`config.mk`:
```
export PLATFORM = sky130hd
export DESIGN_NAME = gpio_pin_bank
export DESIGN_NICKNAME = d
export VERILOG_FILES = /design/src/rtl/gpio_pin_pkg.sv /design/src/rtl/gpio_cfg_regs.sv /design/src/rtl/gpio_route_sel.sv /design/src/rtl/gpio_pin_cell.sv /design/src/rtl/gpio_pin_bank.sv
export SDC_FILE = /design/constraint.sdc
export NUM_CORES = 1
export LEC_CHECK = 0
export BUFFER_PORTS_ARGS = -buffer_cell sky130_fd_sc_hd__buf_2
export CAP_MARGIN = 20
export CORE_MARGIN = 2
export CORE_UTILIZATION = 35
export CTS_BUF_LIST = sky130_fd_sc_hd__clkbuf_8
export DETAILED_ROUTE_END_ITERATION = 6
export GPL_TIMING_DRIVEN = 0
export PLACE_DENSITY_LB_ADDON = 0.25
export SYNTH_ARGS = -nofsm -noshare
export SYNTH_HDL_FRONTEND = slang
export SYNTH_SLANG_ARGS = --single-unit
```
`constraint.sdc`:
```
create_clock -name clk -period 1.9 [get_ports clk]
set_clock_uncertainty 0.2 [all_clocks]
set_input_delay 0 -clock clk [delete_from_list [all_inputs] [get_ports clk]]
set_output_delay 0 -clock clk [all_outputs]
set_load 0.1 [all_outputs]
```
`src/rtl/gpio_pin_pkg.sv`:
```
package gpio_pin_pkg;

  localparam int ADDR_W = 3;

  typedef enum logic [ADDR_W-1:0] {
    REG_PORT     = 3'd0,
    REG_INMODE   = 3'd1,
    REG_OUTMODE  = 3'd2,
    REG_SKIP     = 3'd3,
    REG_CTRL     = 3'd4,
    REG_LATCH_RB = 3'd5
  } reg_sel_e;

  localparam int CTRL_W = 3;

  typedef struct packed {
    logic periph_en;
    logic xbar_en;
    logic pud;
  } ctrl_t;

endpackage

```
`src/rtl/gpio_cfg_regs.sv`:
```
module gpio_cfg_regs
  import gpio_pin_pkg::*;
#(
  parameter int NUM_PINS = 8
) (
  input  logic                clk,
  input  logic                rst_n,
  input  logic                wr_en,
  input  logic [ADDR_W-1:0]   wr_addr,
  input  logic [NUM_PINS-1:0] wr_data,
  input  logic [ADDR_W-1:0]   rd_addr,
  input  logic [NUM_PINS-1:0] pad_q,
  output logic [NUM_PINS-1:0] latch,
  output logic [NUM_PINS-1:0] in_mode,
  output logic [NUM_PINS-1:0] out_mode,
  output logic [NUM_PINS-1:0] skip,
  output ctrl_t               ctrl,
  output logic [NUM_PINS-1:0] rd_data
);

  localparam int PAD_W = NUM_PINS - CTRL_W;

  logic [NUM_PINS-1:0] latch_q, latch_d;
  logic [NUM_PINS-1:0] inm_q, inm_d;
  logic [NUM_PINS-1:0] outm_q, outm_d;
  logic [NUM_PINS-1:0] skip_q, skip_d;
  ctrl_t               ctrl_q, ctrl_d;
  logic latch_ce, inm_ce, outm_ce, skip_ce, ctrl_ce;

  always_comb begin
    latch_ce = wr_en && (wr_addr == REG_PORT);
    inm_ce   = wr_en && (wr_addr == REG_INMODE);
    outm_ce  = wr_en && (wr_addr == REG_OUTMODE);
    skip_ce  = wr_en && (wr_addr == REG_SKIP);
    ctrl_ce  = wr_en && (wr_addr == REG_CTRL);
    latch_d  = wr_data;
    inm_d    = wr_data;
    outm_d   = wr_data;
    skip_d   = wr_data;
    ctrl_d   = ctrl_t'(wr_data[CTRL_W-1:0]);
  end

  always_ff @(posedge clk or negedge rst_n) begin
    if (!rst_n) begin
      latch_q <= '0;
      inm_q   <= '1;
      outm_q  <= '0;
      skip_q  <= '0;
      ctrl_q  <= '0;
    end else begin
      if (latch_ce) latch_q <= latch_d;
      if (inm_ce)   inm_q   <= inm_d;
      if (outm_ce)  outm_q  <= outm_d;
      if (skip_ce)  skip_q  <= skip_d;
      if (ctrl_ce)  ctrl_q  <= ctrl_d;
    end
  end

  always_comb begin
    case (rd_addr)
      REG_PORT:     rd_data = pad_q & inm_q;
      REG_INMODE:   rd_data = inm_q;
      REG_OUTMODE:  rd_data = outm_q;
      REG_SKIP:     rd_data = skip_q;
      REG_CTRL:     rd_data = {{PAD_W{1'b0}}, ctrl_q};
      REG_LATCH_RB: rd_data = latch_q;
      default:      rd_data = '0;
    endcase
  end

  assign latch    = latch_q;
  assign in_mode  = inm_q;
  assign out_mode = outm_q;
  assign skip     = skip_q;
  assign ctrl     = ctrl_q;

endmodule

```
`src/rtl/gpio_route_sel.sv`:
```
module gpio_route_sel #(
  parameter int NUM_PINS = 8
) (
  input  logic                enable,
  input  logic [NUM_PINS-1:0] cand,
  output logic [NUM_PINS-1:0] sel
);

  logic [NUM_PINS:0] taken;

  assign taken[0] = 1'b0;

  for (genvar i = 0; i < NUM_PINS; i++) begin : g_chain
    assign sel[i]     = enable && cand[i] && !taken[i];
    assign taken[i+1] = taken[i] || cand[i];
  end

endmodule

```
`src/rtl/gpio_pin_cell.sv`:
```
module gpio_pin_cell (
  input  logic digital,
  input  logic push_pull,
  input  logic pud,
  input  logic xbar_en,
  input  logic latch_bit,
  input  logic periph_hit,
  input  logic periph_dout,
  output logic drv_en,
  output logic drv_val,
  output logic pullup_en,
  output logic rx_en
);

  logic value;
  logic drive_ok;
  logic pulling_low;

  always_comb begin
    value       = periph_hit ? periph_dout : latch_bit;
    drive_ok    = xbar_en && digital;
    drv_en      = drive_ok && (push_pull || !value);
    drv_val     = value;
    pulling_low = drv_en && !value;
    pullup_en   = digital && !push_pull && !pud && !pulling_low;
    rx_en       = digital;
  end

endmodule

```
`src/rtl/gpio_pin_bank.sv`:
```
module gpio_pin_bank
  import gpio_pin_pkg::*;
#(
  parameter int NUM_PINS = 8
) (
  input  logic                clk,
  input  logic                rst_n,
  input  logic                wr_en,
  input  logic [2:0]          wr_addr,
  input  logic [NUM_PINS-1:0] wr_data,
  input  logic [2:0]          rd_addr,
  output logic [NUM_PINS-1:0] rd_data,
  input  logic                periph_dout,
  input  logic [NUM_PINS-1:0] pad_in,
  output logic [NUM_PINS-1:0] pad_drv_en,
  output logic [NUM_PINS-1:0] pad_drv_val,
  output logic [NUM_PINS-1:0] pad_pullup_en,
  output logic [NUM_PINS-1:0] pad_rx_en,
  output logic [NUM_PINS-1:0] periph_sel
);

  localparam int SYNC_STAGES = 2;

  logic [SYNC_STAGES-1:0] rst_pipe_q;
  logic                   rst_sync_n;
  logic [NUM_PINS-1:0]    pad_q, pad_d;
  logic [NUM_PINS-1:0]    latch, in_mode, out_mode, skip;
  ctrl_t                  ctrl;
  logic                   xbar_en;
  logic [NUM_PINS-1:0]    cand;

  always_ff @(posedge clk or negedge rst_n) begin
    if (!rst_n) rst_pipe_q <= '0;
    else        rst_pipe_q <= {rst_pipe_q[SYNC_STAGES-2:0], 1'b1};
  end
  assign rst_sync_n = rst_pipe_q[SYNC_STAGES-1];

  assign pad_d = pad_in;

  always_ff @(posedge clk or negedge rst_sync_n) begin
    if (!rst_sync_n) pad_q <= '0;
    else             pad_q <= pad_d;
  end

  gpio_cfg_regs #(.NUM_PINS(NUM_PINS)) regs_i (
    .clk      (clk),
    .rst_n    (rst_sync_n),
    .wr_en    (wr_en),
    .wr_addr  (wr_addr),
    .wr_data  (wr_data),
    .rd_addr  (rd_addr),
    .pad_q    (pad_q),
    .latch    (latch),
    .in_mode  (in_mode),
    .out_mode (out_mode),
    .skip     (skip),
    .ctrl     (ctrl),
    .rd_data  (rd_data)
  );

  assign xbar_en = ctrl.xbar_en;
  assign cand    = in_mode & ~skip;

  gpio_route_sel #(.NUM_PINS(NUM_PINS)) route_i (
    .enable (ctrl.periph_en && xbar_en),
    .cand   (cand),
    .sel    (periph_sel)
  );

  for (genvar p = 0; p < NUM_PINS; p++) begin : g_pin
    gpio_pin_cell cell_i (
      .digital     (in_mode[p]),
      .push_pull   (out_mode[p]),
      .pud         (ctrl.pud),
      .xbar_en     (xbar_en),
      .latch_bit   (latch[p]),
      .periph_hit  (periph_sel[p]),
      .periph_dout (periph_dout),
      .drv_en      (pad_drv_en[p]),
      .drv_val     (pad_drv_val[p]),
      .pullup_en   (pad_pullup_en[p]),
      .rx_en       (pad_rx_en[p])
    );
  end

endmodule

```
# Word level (Yosys, flattened, before mapping)
# Index checks and enable logic that the tools add are counted.
# totals
out_inout_bits,48
elab_cells,147
reg_bits,45
input_bits,26
# classes
bitwise,3
n_reduce_logical,117
n_eq_ne,9
mux,9
# ops
operator,count
logical AND 1 bit,69
one-hot mux 8 bit (6 select lines),1
zero test 1 bit,32
AND 8 bit,2
logical OR 1 bit,14
== test 3 x 2 -> 1 bit (second input constant),4
== test 3 bit (second input constant),3
two-way mux 1 bit,8
NOT 8 bit,1
== test 3 x 1 -> 1 bit (second input constant),2
zero test 3 bit,2

# Longest topological paths before layout
# depth
ltp_word,17
depth_mapped,8
ltp_nobuf,4

# Hierarchy
# From an unflattened synthesis, not the netlist that was laid out.
# unflattened
hier_cells,200
hier_area_um2,2537.4
# by_module_without_submodules
mod,n_inst,area_each_um2,seq_area_each_um2,cells_per_inst
gpio_cfg_regs,1,1664.1,885.8,121
gpio_pin_cell,8,50.0,0.0,6
gpio_pin_bank,1,370.4,250.2,20
gpio_route_sel,1,102.6,0.0,11

# Worst setup path before layout
# OpenSTA, ideal clock, no wires.
# synth_path
path_type,register to output
from,register regs_i.inm_q[4] (netlist: regs_i.in_mode[4])
to,output port rd_data[4]
arrival_time_ns,2.868
path_slack_ns,-1.168
stages_incl_launch_ff,5
required_time_ns,1.700
path_cell_list,dfstp_2 o21ai_0 nor2_1 a21oi_1 o21ai_0
# synth_via
elab_chain_cells,2
# synth_lines
item,line_no,source
"start, declared",gpio_cfg_regs.sv:24,"logic [NUM_PINS-1:0] inm_q, inm_d;"
"start signal, assigned",gpio_cfg_regs.sv:52,if (inm_ce) inm_q <= inm_d;
AND 8 bit,gpio_cfg_regs.sv:61,REG_PORT: rd_data = pad_q & inm_q;
one-hot mux 8 bit (6 select lines) *,gpio_cfg_regs.sv:60,case (rd_addr)
"end, declared",gpio_pin_bank.sv:12,"output logic [NUM_PINS-1:0] rd_data,"
# Mark *: on every way between the ends. The rest lies on a longest branch, timed or not.

# Worst setup path after layout
# layout_path
from,register regs_i.inm_q[0] (netlist: regs_i.in_mode[0])
to,output port pad_drv_en[6]
# layout_via
elab_chain_cells,12
# layout_lines
item,line_no,source
AND 8 bit,gpio_pin_bank.sv:62,assign cand = in_mode & ~skip;
logical OR 1 bit (5 in series),gpio_route_sel.sv:15,assign taken[i+1] = taken[i] || cand[i];
zero test 1 bit,gpio_route_sel.sv:14,assign sel[i] = enable && cand[i] && !taken[i];
logical AND 1 bit,gpio_route_sel.sv:14,
two-way mux 1 bit,gpio_pin_cell.sv:20,value = periph_hit ? periph_dout : latch_bit;
zero test 1 bit,gpio_pin_cell.sv:22,drv_en = drive_ok && (push_pull || !value);
logical OR 1 bit,gpio_pin_cell.sv:22,
logical AND 1 bit,gpio_pin_cell.sv:22,
"end, declared",gpio_pin_bank.sv:15,"output logic [NUM_PINS-1:0] pad_drv_en,"
# Every way passes these cells.

==> run metrics <==
RSZ-0062 raised after global routing yes; max incr delay on CP 0.56 ns; mux contribution to synthesized area 14.30%; H-tree depth 2; CTS tree yes; final instance area between 4000 and 5000 sq um; # setup viols final 28; largest family of logic cells by synthesized area simple AND/OR/NAND/NOR gates; nature of the critical path endpoint output pin; min Tclk post-route 2.296 ns; Overflow after GRT 0; core area around 8200 sq um; post-DP HPWL 5727 microns; vias in the first global route 2651; Final period util 120.8%; Ports 74; R2R cell count 1; number of synthesized flops with an enable pin 0; latest clock arrival within the worst-skew pair 0.29 ns; actual slew at the worst max-slew pin 0.9377 ns; Main synth FF type dfrtp_1; Compound-Gate Fraction of Synth Area 13.07%; Die Wd approximately 96 microns; DP Area 3473 sq um; All-Layer GR Usage 19.29%; nets ~450; Max Cap Violations 0; Final Hold Viols 0; sequence of cells on the critical path nand2b_1 -> and4_1 -> buf_6 -> and4_1 -> a311oi_2 -> buf_4 -> buf_12; 1st-pass router iterations 4; crit-path leading delay family flip-flops; share of layout cells above drive strength 1 57.45%; Routability Congestion a little under 0.9; Synth Area in Adders 0%; CTS max path bufs 2; Gate Count Post-Synth 301; Iteration-0 DRC Markers 132; global-route wire length before repair 13410 microns; clock sink total 45; CTS buffer count 5; reg-to-reg startpoint rst_pipe_q[1]; Leakage between 0.002 and 0.0025 uW; flop-to-flop setup slack roughly 0.54 ns; Buf+Inv Stages, Crit Path 3; Critical Path Most Common Cell and4_1; largest net degree at the start of global routing 33; total die area a little over 9000 sq um; drt drc 0; simple-gate portion of the synthesized area 19.30%; critical path class reg2out; Startpoint Class flop; asr flop ratio synth 100.0%; failing checks negative setup slack; Syn. warnings 0; Critical Path RT 1.70 ns; register bit total from synthesis 45; Final Power 5481 uW; WL/cell 16.64 microns; Starting Density around 36%; Vias per Instance 5.070; maximum vdd drop 0.7455 mV; fmax 435.6 MHz; Slew Viols, Final 0; post-synthesis xor/xnor area fraction 0%; DRT antenna net count 0; # fillers 692; status finished with violations; antenna diode count 0; Root Buffer clkbuf_8; area delta synth->final 66.52%; register area share after synthesis 38.77%; worst-path maximum fanout 8; Critical path origin regs_i.in_mode[0]; Final Routed Wirelength between 8000 and 9000 microns; IO Port Bufs between 70 and 80; PwrDens 1123 nW/um^2; # rows 33; Rel. slew slack 37.49%; mean area per synthesized cell a little under 10 sq um; R2R Path End regs_i.latch[6]; CTS clock-pin slew for the worst setup and hold paths 0.09 ns; Setup TNS Final -6.098 ns; Final Worst Setup Slack -0.3958 ns; Unique masters post-synth 47; routed vias 2677; slowest cell on the critical path dfstp_2; Syn Nets 327; Cell Area, Synth 2930 sq um; CP Data Arrival Time 2.10 ns; initial antenna violation count 0; worst hold path type reg2async; die height 95.50 microns
-- where the power goes --
part | switching (uW) | leakage, uW | total, uW | internal, uW
registers | 211 | 0.000522 | 1370 | 1160
clock network | 332 | 0.0000542 | 662 | 329
logic | 2140 | 0.00161 | 3450 | 1300
-- state kept, by name (all words and copies together) (netlist names) --
name and count:
regs_i.latch 8, regs_i.ctrl 3, regs_i.skip 8, regs_i.in_mode 8
pad_q 8, regs_i.out_mode 8, rst_pipe_q 2
-- placed cells by master (no fill, tap or decap), types with 11 or more instances in the layout --
master / n
buf_12: 36
buf_4: 53
buf_2: 35
dlygate4sd3_1: 23
nor2_1: 16
buf_6: 11
nand2_1: 22
dfrtp_1: 34
mux2_2: 23
o21ai_0: 11
-- area by class of cell --
type                       instances  area, sq um  share of cell area (%)
multi-input combinational        191         1728                   35.41
buffer                            33        232.7                   4.769
timing repair buffer             134         1496                   30.67
inverter                          12        50.05                   1.026
clock inverter                     1        5.005                  0.1026
clock buffer                       7        96.34                   1.974
tap                              105        131.4                   2.692
sequential                        45         1140                   23.36
-- timing repair --
action	4_1_cts	5_1_grt
setup buffers	16	21
setup endpoints to repair	39	47
pin swaps	20	26
gates resized for setup	164	74
endpoints found under the hold margin	53	0
gates cloned	1	0
hold buffers	23	0
-- worst max path at each step --
stage,cells past startpoint,slack (ns),to
6_report,7,-0.40,pad_drv_en[6]
3_5_place_dp,7,-0.38,pad_drv_en[6]
2_1_floorplan,4,-0.42,rd_data[4]
4_1_cts,6,-0.37,pad_drv_en[6]
5_1_grt,9,-0.48,pad_drv_en[4]
3_3_place_gp,7,-0.35,pad_drv_en[6]
-- metal layers --
layer	track usage (%)	wire length, microns	vias to the layer above
met5	0	0	-
met4	6.905	178	0
met3	2.925	503	15
met2	31.40	4365	97
met1	26.08	3738	1304
li1	-	-	1261
-- cell usage after synthesis, types with 7 or more instances --
library cell  instances  area (sq um)
nand2b_1             11         68.82
nor2_1               18         67.56
clkbuf_1              7         26.28
a31oi_1               8         50.05
nand2_1              29         108.9
mux2_1                8         90.09
mux2_2               23         259.0
o21ai_0              16         80.08
dfrtp_1              37         925.9
dfstp_2               8         210.2
inv_1                12         45.04
mux2i_1               7         70.07
a21oi_1               8         40.04
buf_4                41         307.8
-- logic make-up (layout without fill, tap and decap cells) --
logic type / Yosys count / count (layout)
and+or+nand+nor: 97 / 97
buffers and inverters: 65 / 187
AOI/OAI and AO/OA: 55 / 55
DFF: 45 / 45
muxes: 38 / 38
other: 1 / 1
-- stage by stage --
step | instances | hold slack (ns) | util (%) | setup WS [ns]
4_1_cts | 518 | 0.1068 | 55.13 | -0.3689
6_report | 528 | 0.09204 | 59.69 | -0.3958
5_1_grt | 528 | 0.1298 | 59.69 | -0.4765
3_5_place_dp | 480 | -0.4125 | 42.49 | -0.3796
3_3_place_gp | 479 | -0.4148 | 42.23 | -0.3464
2_1_floorplan | 301 | -0.4956 | - | -0.4187
(Power assumes the default switching activity.)
